### src/rtl/nv_bank_store.sv
module nv_bank_store #(
  parameter int DW           = 8,
  parameter int NBANK        = 4,
  parameter int NREG         = 4,
  parameter int STORE_CYCLES = 8
) (
  input  logic                     clk,
  input  logic                     rst_n,
  input  logic                     cs_n,
  input  logic                     wp_n,
  input  logic                     wr_req,
  input  logic                     xfer_req,
  input  logic [$clog2(NBANK)-1:0] bank,
  input  logic [$clog2(NREG)-1:0]  sel,
  input  logic [DW-1:0]            wdata,
  input  logic [DW-1:0]            wiper,
  input  logic [$clog2(NBANK)-1:0] rd_bank,
  input  logic [$clog2(NREG)-1:0]  rd_sel,
  output logic [DW-1:0]            rd_data,
  output logic                     busy,
  output logic [DW-1:0]            dr0
);
  localparam int BKW   = $clog2(NBANK);
  localparam int AW    = $clog2(NBANK * NREG);
  localparam int CW    = $clog2(STORE_CYCLES + 1);
  localparam int DEPTH = NBANK * NREG;

  logic [DW-1:0] mem [DEPTH];
  logic          cs_q, pend;
  logic [AW-1:0] tgt_addr;
  logic [DW-1:0] tgt_data;
  logic [CW-1:0] cnt;

  wire cs_rise = cs_n & ~cs_q;
  wire take    = ~cs_n & ~busy & (wr_req | xfer_req);
  wire done    = busy && (cnt == '0);

  always_ff @(posedge clk or negedge rst_n) begin
    if (!rst_n) begin
      cs_q     <= 1'b1;
      pend     <= 1'b0;
      busy     <= 1'b0;
      cnt      <= '0;
      tgt_addr <= '0;
      tgt_data <= '0;
    end else begin
      cs_q <= cs_n;
      if (take) begin
        pend     <= 1'b1;
        tgt_addr <= wr_req ? AW'({bank, sel}) : AW'({BKW'(0), sel});
        tgt_data <= wr_req ? wdata : wiper;
      end
      if (cs_rise) pend <= 1'b0;
      if (busy) begin
        if (done) busy <= 1'b0;
        else      cnt  <= cnt - 1'b1;
      end else if (cs_rise && pend && wp_n) begin
        busy <= 1'b1;
        cnt  <= CW'(STORE_CYCLES - 1);
      end
    end
  end

  always_ff @(posedge clk or negedge rst_n) begin
    if (!rst_n) begin
      for (int i = 0; i < DEPTH; i++) mem[i] <= '0;
    end else if (done) begin
      mem[tgt_addr] <= tgt_data;
    end
  end

  assign rd_data = mem[AW'({rd_bank, rd_sel})];
  assign dr0     = mem[0];

  a_r4_commit_gate: assert property (@(posedge clk) disable iff (!rst_n)
    $rose(busy) |-> $past(cs_n && !cs_q && wp_n && pend));

  a_r7_target_held: assert property (@(posedge clk) disable iff (!rst_n)
    busy |=> ($stable(tgt_addr) && $stable(tgt_data)));

  a_r6_store_frozen: assert property (@(posedge clk) disable iff (!rst_n)
    (busy && cnt != '0) |=> $stable(dr0));

  a_r11_deselected_ignore: assert property (@(posedge clk) disable iff (!rst_n)
    (cs_n && !pend) |=> !pend);
endmodule

### config.mk
export PLATFORM = sky130hd
export DESIGN_NAME = nv_bank_store
export DESIGN_NICKNAME = d
export VERILOG_FILES = /design/src/rtl/nv_bank_store.sv
export SDC_FILE = /design/constraint.sdc
export NUM_CORES = 1
export LEC_CHECK = 0
export BUFFER_PORTS_ARGS = -buffer_cell sky130_fd_sc_hd__buf_2
export CAP_MARGIN = 10
export CORE_ASPECT_RATIO = 0.75
export CORE_UTILIZATION = 43
export DETAILED_ROUTE_END_ITERATION = 12
export GPL_ROUTABILITY_DRIVEN = 0
export GPL_TIMING_DRIVEN = 0
export PLACE_DENSITY = 0.61
export SLEW_MARGIN = 10
export SYNTH_ARGS = -nofsm -noshare
export SYNTH_HDL_FRONTEND = slang
export SYNTH_SLANG_ARGS = --single-unit
### constraint.sdc
create_clock -name clk -period 3.6 [get_ports clk]
set_input_delay 0.36 -clock clk [delete_from_list [all_inputs] [get_ports clk]]
set_output_delay 0.36 -clock clk [all_outputs]
set_load 0.03 [all_outputs]
# Word-level counts from Yosys, hierarchy flattened
# Cells that the tools add are included.
[word_totals]
output_inout_bits = 17
ff_bits = 147
word_cells = 60
input_bits = 30
[op_classes]
n_addsub = 1
n_reduce_logical = 8
bitwise_logic = 9
n_eq_ne = 1
magnitude_cmp = 3
mux = 16
[ops]
columns = ["cell", "n"]
rows = [
  ["$bwmux 128", 1],
  ["$bmux 8 s4", 1],
  ["$demux 8 s4", 1],
  ["$mux 8", 4],
  ["$mux 4", 4],
  ["$ge 5x5->1 const B", 2],
  ["$not 4->5", 2],
  ["$lt 5x1->1 const B", 1],
  ["$mux 1", 5],
  ["$logic_and 1x1->1", 4],
  ["$logic_not 4->1", 1],
  ["$reduce_bool 2->1", 2],
  ["$sub 4x1->4 const B", 1],
  ["$and 1x1->1", 3],
  ["$not 1->1", 3],
  ["$ne 2x2->1 const B", 1],
  ["$reduce_and 2->1", 1],
  ["$or 1x1->1", 1],
]

# Longest topological paths before layout
[logic_depth]
depth_word = 6
mapped_depth = 6
mapped_depth_nobuf = 5

# Worst setup path after synthesis
# Ideal clock, no wire load.
[synth_path]
path_kind = "input-to-output"
startpoint = "input rd_sel[0]"
endpoint = "output rd_data[0]"
t_required_ns = 3.240
arrival_time_ns = 1.793
cell_stages = 5
n_path_buf = 2
path_slack_ns = 1.447
cell_sequence = "clkbuf_1 -> buf_2 -> mux4_2 -> a22oi_1 -> nand2_1"
[synth_between]
elab_chain_cells = 4
[synth_lines]
columns = ["item", "line_no", "source"]
rows = [
  ["start: declaration", "18", "input logic [$clog2(NREG)-1:0] rd_sel,"],
  ["$not 4->5 (implied by the code)", "72", "assign rd_data = mem[AW'({rd_bank, rd_sel})];"],
  ["$bmux 8 s4", "72", ""],
  ["$mux 8 (implied by the code) (2 in series)", "72", ""],
  ["end: declaration", "19", "output logic [DW-1:0] rd_data,"],
]
# Every way passes these cells. The select of a mux whose other input is x is not followed.

# Worst setup path after layout
[layout_path]
startpoint = "input rd_sel[0]"
endpoint = "output rd_data[2]"
# The elaborated chain is that of the path after synthesis.

==> flow_summary.json <==
{
  "fillCellCount": 1291,
  "r2r_end": "mem[56]",
  "syn_avg_cell_area_sq_um": 15.57,
  "crit_type": "primary input to primary output",
  "wl_per_cell_um": 21.25,
  "synth_nets": 476,
  "slew_violations": 0,
  "multiInputGateArea_sq_um": 3023,
  "clkSlewWorstSetupHoldPaths_ns": 0.07,
  "met3_length_um": 469,
  "path_buf_inv": 3,
  "grt_max_degree": 77,
  "relSlewSlack": 0.4273,
  "core_region_area_sq_um": 15470,
  "cp_slowest_cell": "mux4_2",
  "setup_viol": 0,
  "synth.cell_area_sq_um": 6914,
  "whs_path_depth": 1,
  "crit_path_start_kind": "primary input",
  "tns_ns": 0,
  "finalCritPeriodShare": 0.7073,
  "clk_latency_ns": 0.43,
  "max_slew.worst_pin.slew_ns": 0.8591,
  "yosysWarnings": 0,
  "worstPathArrival_ns": 2.19,
  "die_h_um": 111.8,
  "firstDrtPassIters": 5,
  "setup_slack_ns": 1.054,
  "r2r_cells": 6,
  "final.min_clock_period_ns": 2.546,
  "die_w_um": 148.4,
  "yosysTopAreaCell": "dfrtp_1",
  "synth_common_cells": "dfrtp_1, mux2_2, mux4_2",
  "grt_antenna_before_repair": 0,
  "status": "finished clean",
  "synth_edf_count": 0,
  "hold_path_class": "primary input to flip-flop",
  "root_buffer": "clkbuf_16",
  "skew_ns": 0.01478,
  "synth_area_leaders": "dfrtp_1, mux2_2, mux4_2, a22oi_1, nand4_2",
  "synth_cells": 444,
  "final-hold-violation-count": 0,
  "synth.most_common_cell": "dfrtp_1",
  "drt_iter0_drc": 135,
  "cts_sinks": 147,
  "clockBufferDepth": 2,
  "synth_cell_types": 38,
  "p_per_area_nw_per_um2": 687.7,
  "cts_resized": 0,
  "wl_met2_mm": 7.521,
  "drive_gt1_frac": 0.5602,
  "ff2ff_setup_slack_ns": 1.31,
  "synth.top_cell.area_share": 0.5284,
  "drt-met1-wl_mm": 7.375,
  "area_growth_pct": 17.06,
  "num_rows": 39,
  "routed_wl_mm": 15.47,
  "fp.dieArea_sq_um": 16600,
  "critical_path_required_ns": 3.24,
  "seqCellArea_sq_um": 3680,
  "crit_family": "buffers and inverters",
  "htree_levels": 4,
  "postSynth.asyncResetShare": 1.000,
  "path_cells": "clkbuf_1 -> buf_2 -> mux4_2 -> a22oi_1 -> nand2_1 -> buf_2",
  "ant_nets": 0,
  "port_buffers": 45,
  "min_to": "cs_q",
  "leakage_nw": 4.026,
  "hp-start": "cs_n",
  "hpwl_mm": 10.75,
  "ios": 47,
  "fin_nets": 542,
  "grt_usage": 0.2063,
  "cts.hold.buffers_added": 1,
  "synth_ff_type": "dfrtp_1",
  "power_w": 0.005566,
  "antenna_cells": 0,
  "max-vdd-ir-drop_mv": 0.3422,
  "crit_path_end_kind": "primary output",
  "cts_tree": "done",
  "num_vias": 4078,
  "seq_area_frac_synth": 0.5322,
  "floorplan.initialDensity": 0.4470,
  "topRoutingLayerUsed": "met4",
  "grt_pass1_wl_mm": 25.14,
  "cp_max_fo": 10,
  "synth-seq-cells": 147,
  "fmax_mhz": 392.7,
  "crit_path_frequent_cell": "buf_2",
  "grt_pass1_vias": 4504,
  "maxCapViolCount": 0,
  "rsz0062_at_grt": "no",
  "drc_errors": 0,
  "cpPeakStageDelay_ns": 0.58,
  "cts_setup_buffers": 0,
  "reg2reg_from": "cnt[0]",
  "cts_buffers": 17,
  "vias_per_cell": 5.602,
  "hold_ws_ns": 0.05986,
  "grt_overflow_total": 0,
  "place_ws_ns": 0.9822
}
[kinds of logic after synthesis]
family | after synthesis | share of synthesized area
mux | 178 | 0.3464
simple gates | 46 | 0.05809
xor+xnor | 1 | 0.001267
flops | 147 | 0.5322
fa+ha+maj | 2 | 0.003619
buf+inv | 42 | 0.03058
compound gates | 28 | 0.02787
[per-stage QoR]
step / cell area [sq um] / cells / util
2_1_floorplan: 6914 / 444 / -
3_3_place_gp: 7396 / 694 / 0.4781
3_5_place_dp: 7433 / 695 / 0.4805
4_1_cts: 8094 / 728 / 0.5233
5_1_grt: 8094 / 728 / 0.5233
6_report: 8094 / 728 / 0.5233
[placed cells by master (no fill, tap or decap), types with 2 or more instances in the layout]
cell,synthesis,final
a21oi_1,2,2
a22oi_1,17,17
and3_1,2,2
and4_1,2,2
buf_1,2,2
buf_2,7,51
buf_4,10,10
bufinv_16,0,5
clkbuf_1,17,19
clkbuf_16,0,17
clkinv_4,0,2
clkinvlp_4,0,3
dfrtp_1,146,146
ha_1,2,2
inv_1,3,3
inv_2,2,2
mux2_2,138,138
mux2_4,8,8
mux4_2,32,32
nand2_1,11,11
nand3_1,2,2
nand4_2,10,10
nor2_1,3,3
nor2b_1,4,4
nor4_4,3,3
o21ai_0,5,5
[final cells by class]
type | count | share of cell area
inverter | 5 | 0.002319
sequential | 147 | 0.4546
clock inverter | 12 | 0.02520
buffer | 37 | 0.02381
timing repair buffer | 47 | 0.03370
clock buffer | 20 | 0.05519
multi-input combinational | 255 | 0.3735
tap | 205 | 0.03169
[routing by layer]
| metal | GRT usage | vias to the layer above |
|---|---|---|
| li1 | - | 1803 |
| met1 | 0.2915 | 2197 |
| met2 | 0.3196 | 68 |
| met3 | 0.04877 | 10 |
| met4 | 0.05361 | 0 |
| met5 | 0 | - |
[state kept, by name, summed over array words and instances, names as in the netlist]
signal and cells:
tgt_addr 4, mem 120, cnt 4, pend 1, busy 1, tgt_data 8
cs_q 1, dr0 8
[how the worst max path moves through the flow]
stage / startpoint / endpoint / slack, ns / cells after the start
floorplan: rd_sel[0] / rd_data[0] / 1.45 / 5
global placement: rst_n / mem[52] / 0.13 / 1
detailed placement: rd_sel[0] / rd_data[2] / 0.98 / 6
CTS: rd_sel[0] / rd_data[2] / 0.98 / 6
global route: rd_sel[0] / rd_data[2] / 0.88 / 6
finish: rd_sel[0] / rd_data[2] / 1.05 / 6
[where the power goes]
part / switching (W) / internal (W)
logic: 0.000701 / 0.000600
clock network: 0.000707 / 0.00125
registers: 0.000292 / 0.00201
total: 0.00170 / 0.00387
(Power assumes the default switching activity.)
